==> src/rtl/i2c_rsen_seq.sv <==
module i2c_rsen_seq #(
  parameter int RLD_W = 7,
  parameter int DAT_W = 8
) (
  input  logic             clk,
  input  logic             rst_n,
  input  logic             ctl_wr,
  input  logic [4:0]       ctl_wdata,
  input  logic             other_busy,
  input  logic [RLD_W-1:0] reload,
  input  logic             buf_wr,
  input  logic [DAT_W-1:0] buf_wdata,
  input  logic             flag_clr,
  input  logic             scl_in,
  input  logic             sda_in,
  output logic             scl_oe,
  output logic             sda_oe,
  output logic [4:0]       evt_req,
  output logic [DAT_W-1:0] buf_q,
  output logic             start_seen,
  output logic             done_irq,
  output logic             wcol,
  output logic             bcol
);
  localparam int RS_BIT = 1;

  typedef enum logic [2:0] {IDLE, SCL_LOW, SDA_HI, SCL_REL, BOTH_HI, SDA_LOW} st_t;
  st_t st;
  logic [RLD_W-1:0] cnt;
  logic sda_hold, scl_q, sda_q;
  wire busy    = (st != IDLE);
  wire expired = (cnt == '0);
  wire accept  = ctl_wr && ctl_wdata[RS_BIT] && !other_busy;

  assign scl_oe = (st == SCL_LOW) || (st == SDA_HI);
  assign sda_oe = (st == SDA_LOW) || sda_hold;

  always_ff @(posedge clk or negedge rst_n) begin
    if (!rst_n) begin
      st <= IDLE;
      cnt <= '0;
      sda_hold <= 1'b0;
      scl_q <= 1'b1;
      sda_q <= 1'b1;
      evt_req <= '0;
      buf_q <= '0;
      start_seen <= 1'b0;
      done_irq <= 1'b0;
      wcol <= 1'b0;
      bcol <= 1'b0;
    end else begin
      scl_q <= scl_in;
      sda_q <= sda_in;
      if (scl_q && scl_in && sda_q && !sda_in) start_seen <= 1'b1;
      else if (scl_q && scl_in && !sda_q && sda_in) start_seen <= 1'b0;
      if (flag_clr) begin
        done_irq <= 1'b0;
        wcol <= 1'b0;
        bcol <= 1'b0;
      end
      if (buf_wr) begin
        if (busy) wcol <= 1'b1;
        else buf_q <= buf_wdata;
      end
      case (st)
        IDLE: if (ctl_wr) begin
          evt_req <= ctl_wdata;
          evt_req[RS_BIT] <= accept;
          if (accept) st <= SCL_LOW;
        end
        SCL_LOW: if (!scl_in) begin
          cnt <= reload;
          sda_hold <= 1'b0;
          st <= SDA_HI;
        end
        SDA_HI: begin
          if (!expired) cnt <= cnt - 1'b1;
          else if (sda_in) st <= SCL_REL;
        end
        SCL_REL: if (scl_in) begin
          if (!sda_in) begin
            bcol <= 1'b1;
            evt_req[RS_BIT] <= 1'b0;
            st <= IDLE;
          end else begin
            cnt <= reload;
            st <= BOTH_HI;
          end
        end
        BOTH_HI: begin
          if (!scl_in) begin
            bcol <= 1'b1;
            evt_req[RS_BIT] <= 1'b0;
            st <= IDLE;
          end else if (!expired) cnt <= cnt - 1'b1;
          else begin
            cnt <= reload;
            st <= SDA_LOW;
          end
        end
        SDA_LOW: begin
          if (!expired) cnt <= cnt - 1'b1;
          else begin
            evt_req[RS_BIT] <= 1'b0;
            done_irq <= 1'b1;
            sda_hold <= 1'b1;
            st <= IDLE;
          end
        end
        default: st <= IDLE;
      endcase
    end
  end

  assert_lockout_R8: assert property (@(posedge clk) disable iff (!rst_n)
    (busy && ctl_wr) |=> ({evt_req[4:2], evt_req[0]} == $past({evt_req[4:2], evt_req[0]})));

  assert_wcol_R7: assert property (@(posedge clk) disable iff (!rst_n)
    (busy && buf_wr) |=> (wcol && $stable(buf_q)));

  assert_start_cond_R4: assert property (@(posedge clk) disable iff (!rst_n)
    $rose(sda_oe) |-> scl_in);

  assert_done_R5: assert property (@(posedge clk) disable iff (!rst_n)
    $rose(done_irq) |-> (!busy && sda_oe && !evt_req[RS_BIT]));

  assert_bcol_abort_R9: assert property (@(posedge clk) disable iff (!rst_n)
    $rose(bcol) |-> (!scl_oe && !sda_oe && !evt_req[RS_BIT] && $stable(done_irq)));
endmodule

==> config.mk <==
export PLATFORM = sky130hd
export DESIGN_NAME = i2c_rsen_seq
export DESIGN_NICKNAME = d
export VERILOG_FILES = /design/src/rtl/i2c_rsen_seq.sv
export SDC_FILE = /design/constraint.sdc
export NUM_CORES = 1
export LEC_CHECK = 0
export CAP_MARGIN = 30
export CORE_MARGIN = 1.5
export CORE_UTILIZATION = 50
export CTS_BUF_LIST = sky130_fd_sc_hd__clkbuf_8
export DETAILED_ROUTE_END_ITERATION = 6
export DONT_BUFFER_PORTS = 1
export GPL_TIMING_DRIVEN = 0
export HOLD_SLACK_MARGIN = 0.03
export PLACE_DENSITY = 0.74
export SLEW_MARGIN = 20
export SYNTH_ARGS = -nofsm -noshare
export SYNTH_HDL_FRONTEND = slang
export SYNTH_SLANG_ARGS = --single-unit
export TNS_END_PERCENT = 30
==> constraint.sdc <==
create_clock -name clk -period 6.5 [get_ports clk]
set_input_delay 0.65 -clock clk [delete_from_list [all_inputs] [get_ports clk]]
set_output_delay 0.65 -clock clk [all_outputs]
set_load 0.02 [all_outputs]
==> results.json <==
{
  "slew_headroom": 0.5989,
  "num_vias": 1432,
  "core_area_um2": 3311,
  "synth-edff-count": 0,
  "post-route-min-period_ns": 2.557,
  "dr.first_iter.drc_count": 97,
  "firstDrtPassIters": 4,
  "path_class": "reg2out",
  "yosysUniqueCellTypes": 45,
  "start_kind": "flip-flop",
  "power_density_nw_per_um2": 550.4,
  "syn_to_final_growth_pct": 8.866,
  "dpl.hpwl_um": 2881,
  "power.switching_mw": 0.4637,
  "post_cts_buffers": 0,
  "worstReg2RegEnd": "st[1]$_DFFE_PN0P_",
  "yosys_warnings": 0,
  "dieArea_um2": 3804,
  "ios": 47,
  "cts_max_level": 2,
  "path_delay_family": "buffers and inverters",
  "drv_cap": 0,
  "ir_worst_vdd_uv": 212.1,
  "pwr-share-seq": 0.373,
  "fin_total_pwr_mw": 1.032,
  "initial_core_util": 0.5200,
  "grt.total_usage": 0.2151,
  "critPathArrivalTime_ns": 1.91,
  "ant_nets": 0,
  "fin_skew_ns": 0.006922,
  "grt_max_degree": 31,
  "viasPerCell": 6.017,
  "synthCells": 184,
  "tns_ns": 0,
  "clock.fmax_ghz": 0.3911,
  "reg2reg_depth": 7,
  "fin_util": 0.5661,
  "hold_path_class": "in2async",
  "clk_latency_ns": 0.28,
  "antenna_cells": 0,
  "max_stage_delay_ns": 0.43,
  "r2r_slack_ns": 4.01,
  "critPathRequiredTime_ns": 5.85,
  "detailedPlace.worstSlack_ns": 4.075,
  "rsz0062_at_grt": "no",
  "period_share": 0.3934,
  "intPower_mw": 0.5680,
  "end_kind": "output port",
  "grt-ovfl-total": 0,
  "path_max_fanout": 10,
  "finalSetupViolCount": 0,
  "cts.sinks": 30,
  "wirelength_um": 3832,
  "grt_pass1_vias": 1373,
  "cp_cell_sequence": "clkbuf_1 > buf_1 > xnor2_1 > nor2_1",
  "hold_buffers": 0,
  "yosysTopAreaCell": "dfrtp_1",
  "drv_slew": 0,
  "p_clk_frac": 0.149,
  "die_h_um": 61.68,
  "cp_num_buf_inv": 2,
  "path_clk_slew_ns": 0.07,
  "synthFlopType": "dfrtp_1",
  "wl_per_cell_um": 16.10,
  "tritoncts": "yes",
  "synth_top_cell_area_share": 0.4070,
  "synth_area_leaders": "dfrtp_1, mux2_2, a21oi_1",
  "ys_seq_elements": 30,
  "clockBufferDepth": 2,
  "syn_area_um2": 1722,
  "layout-drive-gt1-share": 0.1823,
  "hold_violations": 0,
  "async_flop_share": 1.000,
  "place.gp.congestion": 0.8614,
  "switching_share": 0.4495,
  "ys_seq_area_frac": 0.4375,
  "grt_pass1_wl_um": 5982,
  "rows": 21,
  "worstMarginPinSlew_ns": 0.5932,
  "power.leakage_nw": 0.7741,
  "die_w_um": 61.68,
  "clockRootBuffer": "clkbuf_8",
  "crit-reg2reg-launch": "cnt[0]$_DFFE_PN0P_",
  "status": "completed",
  "antenna_found_initial": 0,
  "io_buffers": 0,
  "final_cell_count_no_fill": 238,
  "fin_nets": 221,
  "cts_resized": 0,
  "slowest_stage": "buf_1",
  "dp.cells": 230,
  "avgSynthCellArea_um2": 9.357,
  "syn_nets": 214,
  "drc": 0,
  "cts-buffers-inserted": 5,
  "fin_ws_ns": 3.943,
  "p_comb_frac": 0.478
}
[cell usage after synthesis, types with 2 or more instances]
library cell   n
inv_1         11
buf_2          3
o22ai_1        3
nand3_1        3
nand3b_1       3
nand2b_1       4
nor3_1         5
buf_1          3
a21oi_1       14
a22o_1         3
nand2_1       14
a31oi_1        6
dfrtp_1       28
nor2_1        10
mux2_2        14
clkbuf_1       6
nor2b_1        4
dfstp_2        2
a221oi_1       3
and2_1         2
ha_1           2
o21ai_0       14
or2_2          4
a32o_1         2
[layout by cell type (no fill, tap or decap), types with 3 or more instances in the layout]
master | netlist | routed
a21oi_1 | 14 | 14
a221oi_1 | 3 | 3
a22o_1 | 3 | 3
a31oi_1 | 6 | 6
buf_1 | 3 | 3
buf_2 | 3 | 3
clkbuf_1 | 6 | 6
clkbuf_8 | 0 | 6
dfrtp_1 | 28 | 28
inv_1 | 11 | 11
mux2_2 | 14 | 14
nand2_1 | 14 | 14
nand2b_1 | 4 | 4
nand3_1 | 3 | 3
nand3b_1 | 3 | 3
nor2_1 | 10 | 10
nor2b_1 | 4 | 4
nor3_1 | 5 | 5
o21ai_0 | 14 | 14
o22ai_1 | 3 | 3
or2_2 | 4 | 4
[final cells by class]
type	instances	area (um2)
plain buffers	12	48.80
clock buffers	6	82.58
clock inverters	2	12.51
fillers	306	1436
inverters	11	41.29
multi-input cells	131	878.3
flip-flops and latches	30	753.2
well taps	46	57.56
[logic make-up (layout without fill, tap and decap cells)]
| family | after synthesis | count (layout) | share of synthesized area |
|---|---|---|---|
| simple gates | 58 | 58 | 0.1882 |
| compound gates | 54 | 54 | 0.1999 |
| flops | 30 | 30 | 0.4375 |
| buf+inv | 23 | 31 | 0.05232 |
| mux | 15 | 15 | 0.09738 |
| fa+ha+maj | 2 | 2 | 0.01453 |
| xor+xnor | 2 | 2 | 0.01018 |
[layer usage]
layer / part of all wire / track usage
met2: 0.46 / 0.3534
met4: 0.015 / 0.07599
met5: 0 / 0
met1: 0.44 / 0.2659
met3: 0.088 / 0.06723
[registers in the layout, indices dropped and copies added (netlist names)]
register,count
sda_q,1
cnt,7
scl_q,1
evt_req,5
st,3
buf_q,8
bcol,1
start_seen,1
sda_hold,1
done_irq,1
wcol,1
[metrics by stage]
step / hold WS, ns / instance area (um2)
final: 0.05689 / 1874
after CTS: 0.04690 / 1874
after global placement: 0.3551 / 1779
after detailed placement: 0.3552 / 1779
after global routing: 0.04257 / 1874
after floorplan: 0.3544 / 1722
[how the worst max path moves through the flow]
| stage | start | to | slack, ns | depth (start not counted) |
|---|---|---|---|---|
| after floorplan | cnt[0]$_DFFE_PN0P_ | cnt[6]$_DFFE_PN0P_ | 4.30 | 7 |
| after global placement | cnt[0]$_DFFE_PN0P_ | st[1]$_DFFE_PN0P_ | 4.08 | 7 |
| after detailed placement | cnt[0]$_DFFE_PN0P_ | st[1]$_DFFE_PN0P_ | 4.08 | 7 |
| after CTS | st[0]$_DFFE_PN0P_ | scl_oe | 3.97 | 4 |
| after global routing | st[0]$_DFFE_PN0P_ | scl_oe | 3.77 | 4 |
| final | st[0]$_DFFE_PN0P_ | scl_oe | 3.94 | 4 |
[power by group through the flow]
stage	combinational (mW)	clock (mW)	sequential, mW
after CTS	0.488	0.158	0.384
after global placement	0.471	0	0.382
after detailed placement	0.485	0	0.387
after global routing	0.540	0.168	0.397
final	0.493	0.154	0.385
after floorplan	0.399	0	0.371
No activity file was read; power rests on OpenSTA's default activity.
